### src/rtl/supply_guard_pkg.sv
package supply_guard_pkg;

  // State encoding is visible on the guardState port.
  typedef enum logic [1:0] {
    ST_SEALED    = 2'd0,
    ST_NORMAL    = 2'd1,
    ST_PROTECTED = 2'd2,
    ST_BACKUP    = 2'd3
  } guardState_t;

  // Debounced level conditions reported by the datapath.
  typedef struct packed {
    logic runOk;     // above full-operation threshold
    logic protTrip;  // at or below protect threshold
    logic lowTrip;   // below switchover threshold
    logic highOk;    // at or above switchover threshold
  } levelFlags_t;

  // Strobes from control to datapath.
  typedef struct packed {
    logic restartDeb;
  } ctlStrobe_t;

  localparam int NUM_COND = 4;

endpackage

### src/rtl/supply_guard_dp.sv
module supply_guard_dp
  import supply_guard_pkg::*;
#(
  parameter int CODE_W    = 13,
  parameter int RUN_MV_A  = 4750,
  parameter int PROT_MV_A = 4500,
  parameter int RUN_MV_B  = 4500,
  parameter int PROT_MV_B = 4250,
  parameter int SWITCH_MV = 3000,
  parameter int DEB_LEN   = 4
) (
  input  logic              clk,
  input  logic              rstN,
  input  logic [CODE_W-1:0] supplyMv,
  input  logic              gradeWide,
  input  ctlStrobe_t        strobe,
  output levelFlags_t       flags
);

  localparam int CNT_W = $clog2(DEB_LEN + 1);
  localparam logic [CNT_W-1:0] CNT_MAX = CNT_W'(DEB_LEN);

  logic [CODE_W-1:0] runThr;
  logic [CODE_W-1:0] protThr;
  logic [CODE_W-1:0] swThr;
  logic [NUM_COND-1:0] rawCond;
  logic [NUM_COND-1:0] qualCond;

  // Grade selects the threshold pair; switchover is common to both grades.
  always_comb begin
    runThr  = gradeWide ? CODE_W'(RUN_MV_B)  : CODE_W'(RUN_MV_A);
    protThr = gradeWide ? CODE_W'(PROT_MV_B) : CODE_W'(PROT_MV_A);
    swThr   = CODE_W'(SWITCH_MV);
  end

  always_comb begin
    rawCond[0] = supplyMv > runThr;
    rawCond[1] = supplyMv <= protThr;
    rawCond[2] = supplyMv < swThr;
    rawCond[3] = supplyMv >= swThr;
  end

  // One saturating run-length counter per condition.
  for (genvar g = 0; g < NUM_COND; g++) begin : g_deb
    logic [CNT_W-1:0] runLen;

    always_ff @(posedge clk) begin
      if (!rstN || strobe.restartDeb) begin
        runLen <= '0;
      end else if (!rawCond[g]) begin
        runLen <= '0;
      end else if (runLen != CNT_MAX) begin
        runLen <= runLen + 1'b1;
      end
    end

    assign qualCond[g] = (runLen == CNT_MAX);
  end

  assign flags.runOk    = qualCond[0];
  assign flags.protTrip = qualCond[1];
  assign flags.lowTrip  = qualCond[2];
  assign flags.highOk   = qualCond[3];

endmodule

### src/rtl/supply_guard_ctl.sv
module supply_guard_ctl
  import supply_guard_pkg::*;
(
  input  logic        clk,
  input  logic        rstN,
  input  levelFlags_t flags,
  output ctlStrobe_t  strobe,
  output guardState_t curState,
  output logic        protect,
  output logic        batteryEn,
  output logic        supplyEn
);

  guardState_t nxtState;

  always_comb begin
    nxtState = curState;
    unique case (curState)
      ST_SEALED: begin
        if (flags.runOk) nxtState = ST_NORMAL;
      end
      ST_NORMAL: begin
        if (flags.lowTrip)       nxtState = ST_BACKUP;
        else if (flags.protTrip) nxtState = ST_PROTECTED;
      end
      ST_PROTECTED: begin
        if (flags.lowTrip)    nxtState = ST_BACKUP;
        else if (flags.runOk) nxtState = ST_NORMAL;
      end
      ST_BACKUP: begin
        if (flags.highOk) nxtState = ST_PROTECTED;
      end
      default: nxtState = ST_SEALED;
    endcase
  end

  always_ff @(posedge clk) begin
    if (!rstN) curState <= ST_SEALED;
    else       curState <= nxtState;
  end

  // Any state change restarts all debounce windows.
  assign strobe.restartDeb = (nxtState != curState);

  always_comb begin
    protect   = 1'b1;
    batteryEn = 1'b0;
    supplyEn  = 1'b1;
    unique case (curState)
      ST_SEALED:    begin protect = 1'b1; batteryEn = 1'b0; supplyEn = 1'b1; end
      ST_NORMAL:    begin protect = 1'b0; batteryEn = 1'b0; supplyEn = 1'b1; end
      ST_PROTECTED: begin protect = 1'b1; batteryEn = 1'b0; supplyEn = 1'b1; end
      ST_BACKUP:    begin protect = 1'b1; batteryEn = 1'b1; supplyEn = 1'b0; end
      default:      begin protect = 1'b1; batteryEn = 1'b0; supplyEn = 1'b1; end
    endcase
  end

endmodule

### src/rtl/supply_guard.sv
module supply_guard
  import supply_guard_pkg::*;
#(
  parameter int CODE_W    = 13,
  parameter int RUN_MV_A  = 4750,
  parameter int PROT_MV_A = 4500,
  parameter int RUN_MV_B  = 4500,
  parameter int PROT_MV_B = 4250,
  parameter int SWITCH_MV = 3000,
  parameter int DEB_LEN   = 4
) (
  input  logic              clk,
  input  logic              rstN,
  input  logic [CODE_W-1:0] supplyMv,
  input  logic              gradeWide,
  output logic              protect,
  output logic              batteryEn,
  output logic              supplyEn,
  output logic [1:0]        guardState
);

  levelFlags_t flags;
  ctlStrobe_t  strobe;
  guardState_t curState;

  supply_guard_dp #(
    .CODE_W(CODE_W), .RUN_MV_A(RUN_MV_A), .PROT_MV_A(PROT_MV_A),
    .RUN_MV_B(RUN_MV_B), .PROT_MV_B(PROT_MV_B),
    .SWITCH_MV(SWITCH_MV), .DEB_LEN(DEB_LEN)
  ) u_dp (
    .clk(clk), .rstN(rstN), .supplyMv(supplyMv), .gradeWide(gradeWide),
    .strobe(strobe), .flags(flags)
  );

  supply_guard_ctl u_ctl (
    .clk(clk), .rstN(rstN), .flags(flags), .strobe(strobe),
    .curState(curState), .protect(protect),
    .batteryEn(batteryEn), .supplyEn(supplyEn)
  );

  assign guardState = curState;

endmodule

### config.mk
export PLATFORM = sky130hd
export DESIGN_NAME = supply_guard
export DESIGN_NICKNAME = d
export VERILOG_FILES = /design/src/rtl/supply_guard_pkg.sv /design/src/rtl/supply_guard_dp.sv /design/src/rtl/supply_guard_ctl.sv /design/src/rtl/supply_guard.sv
export SDC_FILE = /design/constraint.sdc
export NUM_CORES = 1
export LEC_CHECK = 0
export BUFFER_PORTS_ARGS = -buffer_cell sky130_fd_sc_hd__buf_2
export CORE_UTILIZATION = 50
export CTS_BUF_LIST = sky130_fd_sc_hd__clkbuf_4
export CTS_CLUSTER_DIAMETER = 40
export CTS_CLUSTER_SIZE = 12
export DETAILED_ROUTE_END_ITERATION = 16
export GPL_TIMING_DRIVEN = 0
export HOLD_SLACK_MARGIN = 0.05
export MAX_ROUTING_LAYER = met4
export PLACE_DENSITY = 0.73
export SETUP_SLACK_MARGIN = 0.3
export SLEW_MARGIN = 10
export SYNTH_ARGS = -nofsm -noshare
export SYNTH_HDL_FRONTEND = slang
export SYNTH_SLANG_ARGS = --single-unit
### constraint.sdc
create_clock -name clk -period 4 [get_ports clk]
set_input_delay 0.2 -clock clk [delete_from_list [all_inputs] [get_ports clk]]
set_output_delay 0.2 -clock clk [all_outputs]
set_load 0.005 [all_outputs]
==> results.sh, run 1 <==
export IMPL_hp_class="input pin to flip-flop"
export IMPL_grt_pass1_vias=831
export IMPL_drc_errors=0
export IMPL_intPower_mw=0.208
export IMPL_postRouteAntennaNets=0
export IMPL_r2r_start="u_dp.g_deb[2].runLen[0]$_SDFFE_PP0P_"
export IMPL_status="complete, no violations"
export IMPL_syn_area_per_cell_sq_um=8.53
export IMPL_grt_usage_pct=21.3
export IMPL_setup_viol=0
export IMPL_crit_path_end="u_dp.g_deb[0].runLen[0]$_SDFFE_PP0N_"
export IMPL_ios=21
export IMPL_synth_seq_cells=14
export IMPL_p_clk_share_pct=28.4
export IMPL_met2WireLength_mm=1.06
export IMPL_synth_area_leaders="dfxtp_1, ha_1, nor3_1, inv_1, xnor2_1"
export IMPL_drive_gt1_share_pct=20.0
export IMPL_hold_viol=0
export IMPL_finish_utilization_pct=61.4
export IMPL_syn2layout_area_growth_pct=15.5
export IMPL_slew_limit_headroom_pct=66.7
export IMPL_dp_hpwl_mm=1.71
export IMPL_slew_viol_final=0
export IMPL_switching_share_pct=28.9
export IMPL_critPathBufInv=2
export IMPL_power_frac_seq_pct=50.6
export IMPL_ctsHtreeMaxLevel=1
export IMPL_routed_top_layer="met4"
export IMPL_die_h_um=47.4
export IMPL_cts_setup_buffers=0
export IMPL_cts_clk_slew_worst_paths_ps=80
export IMPL_fin_crit_sh_pct=39.1
export IMPL_netlist_instances=121
export IMPL_final_cell_count_no_fill=172
export IMPL_grt_pass1_wl_mm=3.31
export IMPL_slowest_delay_ps=630
export IMPL_ys_seq_area_share_pct=27.2
export IMPL_hold_slack_ps=155
export IMPL_yosys_warnings=0
export IMPL_path_class="input pin to flip-flop"
export IMPL_required_ps=4180
export IMPL_peakVddDrop_mv=0.137
export IMPL_synth_top_area_share_pct=27.2
export IMPL_crit_start="gradeWide"
export IMPL_end_kind="flip-flop"
export IMPL_cts_buffer_depth=2
export IMPL_die_w_um=47.4
export IMPL_worst_path_max_fanout=6
export IMPL_avgRoutedWirePerCell_um=12.3
export IMPL_overflow=0
export IMPL_portBuffers=20
export IMPL_gp_congestion=0.830
export IMPL_cp_depth=7
export IMPL_numClockSinks=14
export IMPL_root_buffer="clkbuf_4"
export IMPL_arrival_ps=1740
export IMPL_cap_viol_max_count=0
export IMPL_rsz0062_at_grt="no"
export IMPL_r2r_cells=6
export IMPL_row_count=16
export IMPL_fin_nets=179
export IMPL_wl_met1_um=958
export IMPL_grt_max_degree=9
export IMPL_cts_tree="yes"
export IMPL_clk_latency_ps=290
export IMPL_routed_wl_mm=2.12
export IMPL_drt_iter0_drc=11
export IMPL_initial_core_util_pct=53.2
export IMPL_r2r_setup_slack_ps=2460
export IMPL_tns_ps=0
export IMPL_dr_pass1_iters=4
export IMPL_max_freq_mhz=639
export IMPL_finalClockSkew_ps=1.99
export IMPL_core_region_area_sq_mm=0.00194
export IMPL_vias=974
export IMPL_synth_nets=154
export IMPL_via_per_inst=5.66
export IMPL_cts_hold_buf=0
export IMPL_die_area_sq_mm=0.00225
export IMPL_crit_path_start_kind="input pin"
export IMPL_dr_wl_met3_um=74
export IMPL_n_antenna_cell=0
export IMPL_powerDensity_mw_per_mm2=246
export IMPL_tightest_slew_ps=494
export IMPL_p_comb_share_pct=21.0
export IMPL_synth_area_sq_mm=0.00103
export IMPL_dp_cells=168
export IMPL_worstPathCellList="buf_2 -> inv_1 -> ha_1 -> or4_2 -> o2111ai_1 -> a221o_2 -> nor3_1"
export IMPL_slowest_stage="or4_2"
export IMPL_p_leak_nw=0.525
export IMPL_rr_endpoint="u_dp.g_deb[2].runLen[1]$_SDFFE_PP0P_"
export IMPL_cts_resized_gates=0
export IMPL_synth_distinct_cells=33
export IMPL_antenna_found_initial=0
export IMPL_critPathTopFamily="simple AND/OR/NAND/NOR gates"
export IMPL_yosys_area_top_type="dfxtp_1"
export IMPL_period_needed_ps=1560
export IMPL_total_power_mw=0.293
export IMPL_cts_buffers=3
export IMPL_switchingPower_mw=0.0848
## placed cells by master, fill, tap and decap left out, types with 3 or more instances in the layout
master     n
a21oi_1    6
buf_2     21
clkbuf_4   3
dfxtp_1   14
ha_1      17
inv_1     14
mux2i_1    3
nand2_1    9
nand3_1    3
nand3b_1   3
nor2_1     4
nor3_1    11
o21ai_0    6
xnor2_1    5
## registers in the layout, summed over array words and instances (netlist names)
name,cells
u_ctl.curState,2
u_dp.g_deb.runLen,12
## worst reg2reg max path: stages, from the launching register on
cell,delay (ps)
dfxtp_1,380
inv_1,60
ha_1,210
nand2_1,190
o221a_2,260
nand2_1,150
nor3_1,210
## area by class of cell
class,instances,area [sq um]
clock inverter,1,3.75
clock buffer,3,22.5
buffer,1,5.00
inverter,14,52.6
sequential,14,280
fill,192,749
tap,27,33.8
timing repair buffer,20,100
multi-input combinational,92,694
## worst min-delay path by stage
| stage | start | endpoint | slack [ps] | cells past startpoint |
|---|---|---|---|---|
| 4_1_cts | rstN | u_ctl.curState[1]$_SDFF_PN0_ | 150 | 3 |
| 6_report | rstN | u_ctl.curState[1]$_SDFF_PN0_ | 150 | 3 |
| 5_1_grt | rstN | u_ctl.curState[1]$_SDFF_PN0_ | 160 | 3 |
| 3_3_place_gp | rstN | u_ctl.curState[1]$_SDFF_PN0_ | 450 | 3 |
| 2_1_floorplan | rstN | u_ctl.curState[1]$_SDFF_PN0_ | 310 | 2 |
| 3_5_place_dp | rstN | u_ctl.curState[1]$_SDFF_PN0_ | 460 | 3 |
## per-layer routing
metal | GRT usage (%) | vias up
met4 | 10.3 | 0
met1 | 25.7 | 450
met5 | - | -
met3 | 2.64 | 2
met2 | 34.8 | 26
li1 | - | 496
## synth_stat cells, drive strengths merged
master   number
a211oi        1
a21oi         6
a221o         1
a311oi        1
a31oi         1
a41oi         1
and4          1
buf           1
dfxtp        14
ha           17
inv          14
mux2i         3
nand2         9
nand2b        2
nand3         3
nand3b        3
nand4         2
nor2          4
nor2b         1
nor3         11
nor3b         1
nor4          2
nor4b         1
o2111ai       1
o21ai         6
o221a         2
o221ai        1
o22a          1
o31ai         1
o41ai         1
or4           3
xnor2         5
## stage by stage
| stage | cell area, sq um | setup WS [ps] |
|---|---|---|
| global route | 1190 | 2330 |
| finish | 1190 | 2440 |
| floorplan | 1030 | 2410 |
| global placement | 1170 | 2140 |
| CTS | 1190 | 2440 |
| detailed placement | 1170 | 2130 |
## power by group through the flow
stage	logic, mW	clock network [mW]	registers (mW)
after floorplan	0.0390	0	0.151
after global placement	0.0583	0	0.151
after detailed placement	0.0609	0	0.152
after CTS	0.0613	0.0861	0.148
after global routing	0.0688	0.0926	0.149
final	0.0615	0.0833	0.148
## kinds of logic (layout without fill, tap and decap cells)
kind of cell	Yosys count	in the layout	share of synthesized area [%]
flops	14	14	27.2
fa+ha+maj	17	17	20.6
xor+xnor	5	5	4.24
compound gates	24	24	16.2
buf+inv	15	39	5.58
mux	3	3	2.91
simple gates	43	43	23.3
Note: power is estimated with default switching activity, not from simulation.
==> run 2: changes to the inputs <==
--- a/config.mk
+++ b/config.mk
@@ -5,6 +5,7 @@
 export SDC_FILE = /design/constraint.sdc
 export NUM_CORES = 1
 export LEC_CHECK = 0
+export ABC_AREA = 1
 export BUFFER_PORTS_ARGS = -buffer_cell sky130_fd_sc_hd__buf_2
 export CORE_UTILIZATION = 50
 export CTS_BUF_LIST = sky130_fd_sc_hd__clkbuf_4
@@ -14,7 +15,7 @@
 export GPL_TIMING_DRIVEN = 0
 export HOLD_SLACK_MARGIN = 0.05
 export MAX_ROUTING_LAYER = met4
-export PLACE_DENSITY = 0.73
+export PLACE_DENSITY = 0.71
 export SETUP_SLACK_MARGIN = 0.3
 export SLEW_MARGIN = 10
 export SYNTH_ARGS = -nofsm -noshare
==> constraint.sdc (replaced) <==
create_clock -name clk -period 1.6 [get_ports clk]
set_input_delay 0.08 -clock clk [delete_from_list [all_inputs] [get_ports clk]]
set_output_delay 0.08 -clock clk [all_outputs]
set_load 0.005 [all_outputs]
==> results.sh, run 2 <==
export IMPL_initial_core_util_pct=53.9
export IMPL_worst_path_max_fanout=4
export IMPL_rsz0062_at_grt="yes"
export IMPL_synth_nets=206
export IMPL_vias=1184
export IMPL_via_per_inst=4.87
export IMPL_synth_top_area_share_pct=23.3
export IMPL_numClockSinks=14
export IMPL_drive_gt1_share_pct=41.9
export IMPL_grt_met3_usage_pct=6.25
export IMPL_row_count=17
export IMPL_ctsHtreeMaxLevel=1
export IMPL_grt_usage_pct=21.5
export IMPL_slew_limit_headroom_pct=82.1
export IMPL_synth_async_reset_ratio_pct=0
export IMPL_grt_pass1_wl_mm=4.17
export IMPL_overflow=0
export IMPL_peakVddDrop_mv=0.725
export IMPL_die_w_um=51.1
export IMPL_synth_edf_count=0
export IMPL_avgRoutedWirePerCell_um=10.5
export IMPL_crit_path_start_kind="flip-flop"
export IMPL_cts_tree="yes"
export IMPL_portBuffers=20
export IMPL_reg_top3="u_dp.g_deb.runLen x12, u_ctl.curState x2"
export IMPL_die_area_sq_mm=0.00261
export IMPL_synth_distinct_cells=24
export IMPL_path_class="flip-flop to flip-flop"
export IMPL_antenna_found_initial=0
export IMPL_dr_pass1_iters=4
export IMPL_tightest_slew_ps=266
export IMPL_synth_top_flop_cell="dfxtp_1"
export IMPL_yosys_area_top_type="dfxtp_1"
export IMPL_total_power_mw=0.791
export IMPL_finish_utilization_pct=72.5
export IMPL_final_area_sq_mm=0.00162
export IMPL_fin_nets=249
export IMPL_arrival_ps=1570
export IMPL_dp_slack_ps=142
export IMPL_synth_area_leaders="dfxtp_1, ha_1, inv_1, nand2_1, nor2_1"
export IMPL_grt_max_degree=9
export IMPL_slew_viol_final=0
export IMPL_hold_slack_ps=73.5
export IMPL_drt_iter0_drc=22
export IMPL_p_leak_nw=0.786
export IMPL_postRouteAntennaNets=0
export IMPL_grt_pass1_vias=1092
export IMPL_period_needed_ps=1350
export IMPL_yosys_top_cells_count="inv_1, nand2_1, nor2_1"
export IMPL_yosysMostFrequentCell="inv_1"
export IMPL_cap_viol_max_count=0
export IMPL_die_h_um=51.1
export IMPL_hp_class="input pin to flip-flop"
export IMPL_most_common_layout_cells="inv_1, nand2_1, buf_2"
export IMPL_powerDensity_mw_per_mm2=488
export IMPL_placed_cell_area_sq_mm=0.00137
export IMPL_status="complete, no violations"
export IMPL_fin_crit_sh_pct=84.7
export IMPL_hold_viol=0
export IMPL_netlist_instances=173
export IMPL_largest_reg_flops=12
export IMPL_syn_area_per_cell_sq_um=6.96
export IMPL_ys_seq_area_share_pct=23.3
export IMPL_tns_ps=0
export IMPL_cts_clk_slew_worst_paths_ps=90
export IMPL_syn2layout_area_growth_pct=34.6
export IMPL_required_ps=1810
export IMPL_drc_errors=0
export IMPL_cts_buffers=3
export IMPL_setup_ws_ps=245
export IMPL_gp_congestion=0.894
export IMPL_dp_cells=221
export IMPL_dp_hpwl_mm=1.91
export IMPL_ios=21
export IMPL_setup_viol=0
export IMPL_top_usage_layer="met2"
export IMPL_core_region_area_sq_mm=0.00223
export IMPL_gr_usage_met1_pct=23.6
export IMPL_grtUsageMet2_pct=38.2
export IMPL_finalClockSkew_ps=8.98
export IMPL_cts_buffer_depth=2
export IMPL_top_register="u_dp.g_deb.runLen"
export IMPL_synth_area_sq_mm=0.00120
export IMPL_routed_wl_mm=2.55
export IMPL_clk_latency_ps=280
export IMPL_synth_seq_cells=14
export IMPL_max_freq_mhz=738
export IMPL_yosys_warnings=0
export IMPL_final_cell_count_no_fill=243
export IMPL_root_buffer="clkbuf_4"
export IMPL_end_kind="flip-flop"
export IMPL_n_antenna_cell=0
export IMPL_cts_hold_buf=0
[run 2: changes by cell type in the layout (fill, tap and decap cells not counted), sizes merged, moves of 9 or more]
cell   before  now
nor3       11    0
inv        14   32
nand3       3   12
nand2       9   35
buf        21   38
nor2        4   26
[run 2: report_power, final]
group          internal (mW)  switching (mW)  total [mW]  leakage [nW]
sequential             0.364         0.00909       0.373         0.118
combinational         0.0991           0.121       0.220         0.653
clock                 0.0903           0.108       0.198        0.0154
total                  0.553           0.238       0.791         0.786
[run 2: routing by layer]
metal  wire, um  part of all wire, %  vias up
li1           -                    -      636
met1       1180                   46      536
met2       1320                   52       12
met3         47                  1.8        0
met4          0                    0        0
met5          0                    0        -
[run 2: area by class of cell]
class | instances | area [sq um]
fill | 186 | 613
clock buffer | 3 | 22.5
clock inverter | 1 | 3.75
inverter | 36 | 144
sequential | 14 | 292
multi-input combinational | 123 | 888
tap | 28 | 35.0
timing repair buffer | 38 | 235
[run 2: worst paths after layout]
| check | start | to | slack, ps | depth (start not counted) |
|---|---|---|---|---|
| min | rstN | u_ctl.curState[0]$_SDFF_PN0_ | 70 | 3 |
| max | u_dp.g_deb[1].runLen[0]$_SDFFE_PP0N_ | u_dp.g_deb[0].runLen[2]$_SDFFE_PP0N_ | 250 | 11 |
| max reg2reg | u_dp.g_deb[1].runLen[0]$_SDFFE_PP0N_ | u_dp.g_deb[0].runLen[2]$_SDFFE_PP0N_ | 250 | 11 |
| min reg2reg | u_dp.g_deb[3].runLen[2]$_SDFFE_PP0N_ | u_dp.g_deb[3].runLen[2]$_SDFFE_PP0N_ | 560 | 3 |
[run 2: what timing repair did]
action,CTS,global route
pin swaps,11,5
resized for setup,16,13
gates cloned,0,0
endpoints found under the setup margin,12,14
setup buffers,12,6
[run 2: cell families after synthesis]
family	count (synthesis)	synth area share, %
DFF	14	23.3
AOI/OAI and AO/OA	19	8.73
adders and majority gates	17	17.7
and+or+nand+nor	83	36.0
buffers and inverters	36	11.4
xor gates and xnor gates	4	2.91
[run 2: worst max-delay path, stage by stage, from the launching register on]
cell and delay [ps]:
dfxtp_2 340, inv_2 50, ha_4 160, nand2_4 80, clkinv_4 60, nand2_4 60, nand2_4 60, nand3_4 70
nand2_4 60, nor2_8 140, nand3_4 110, nor2_2 100
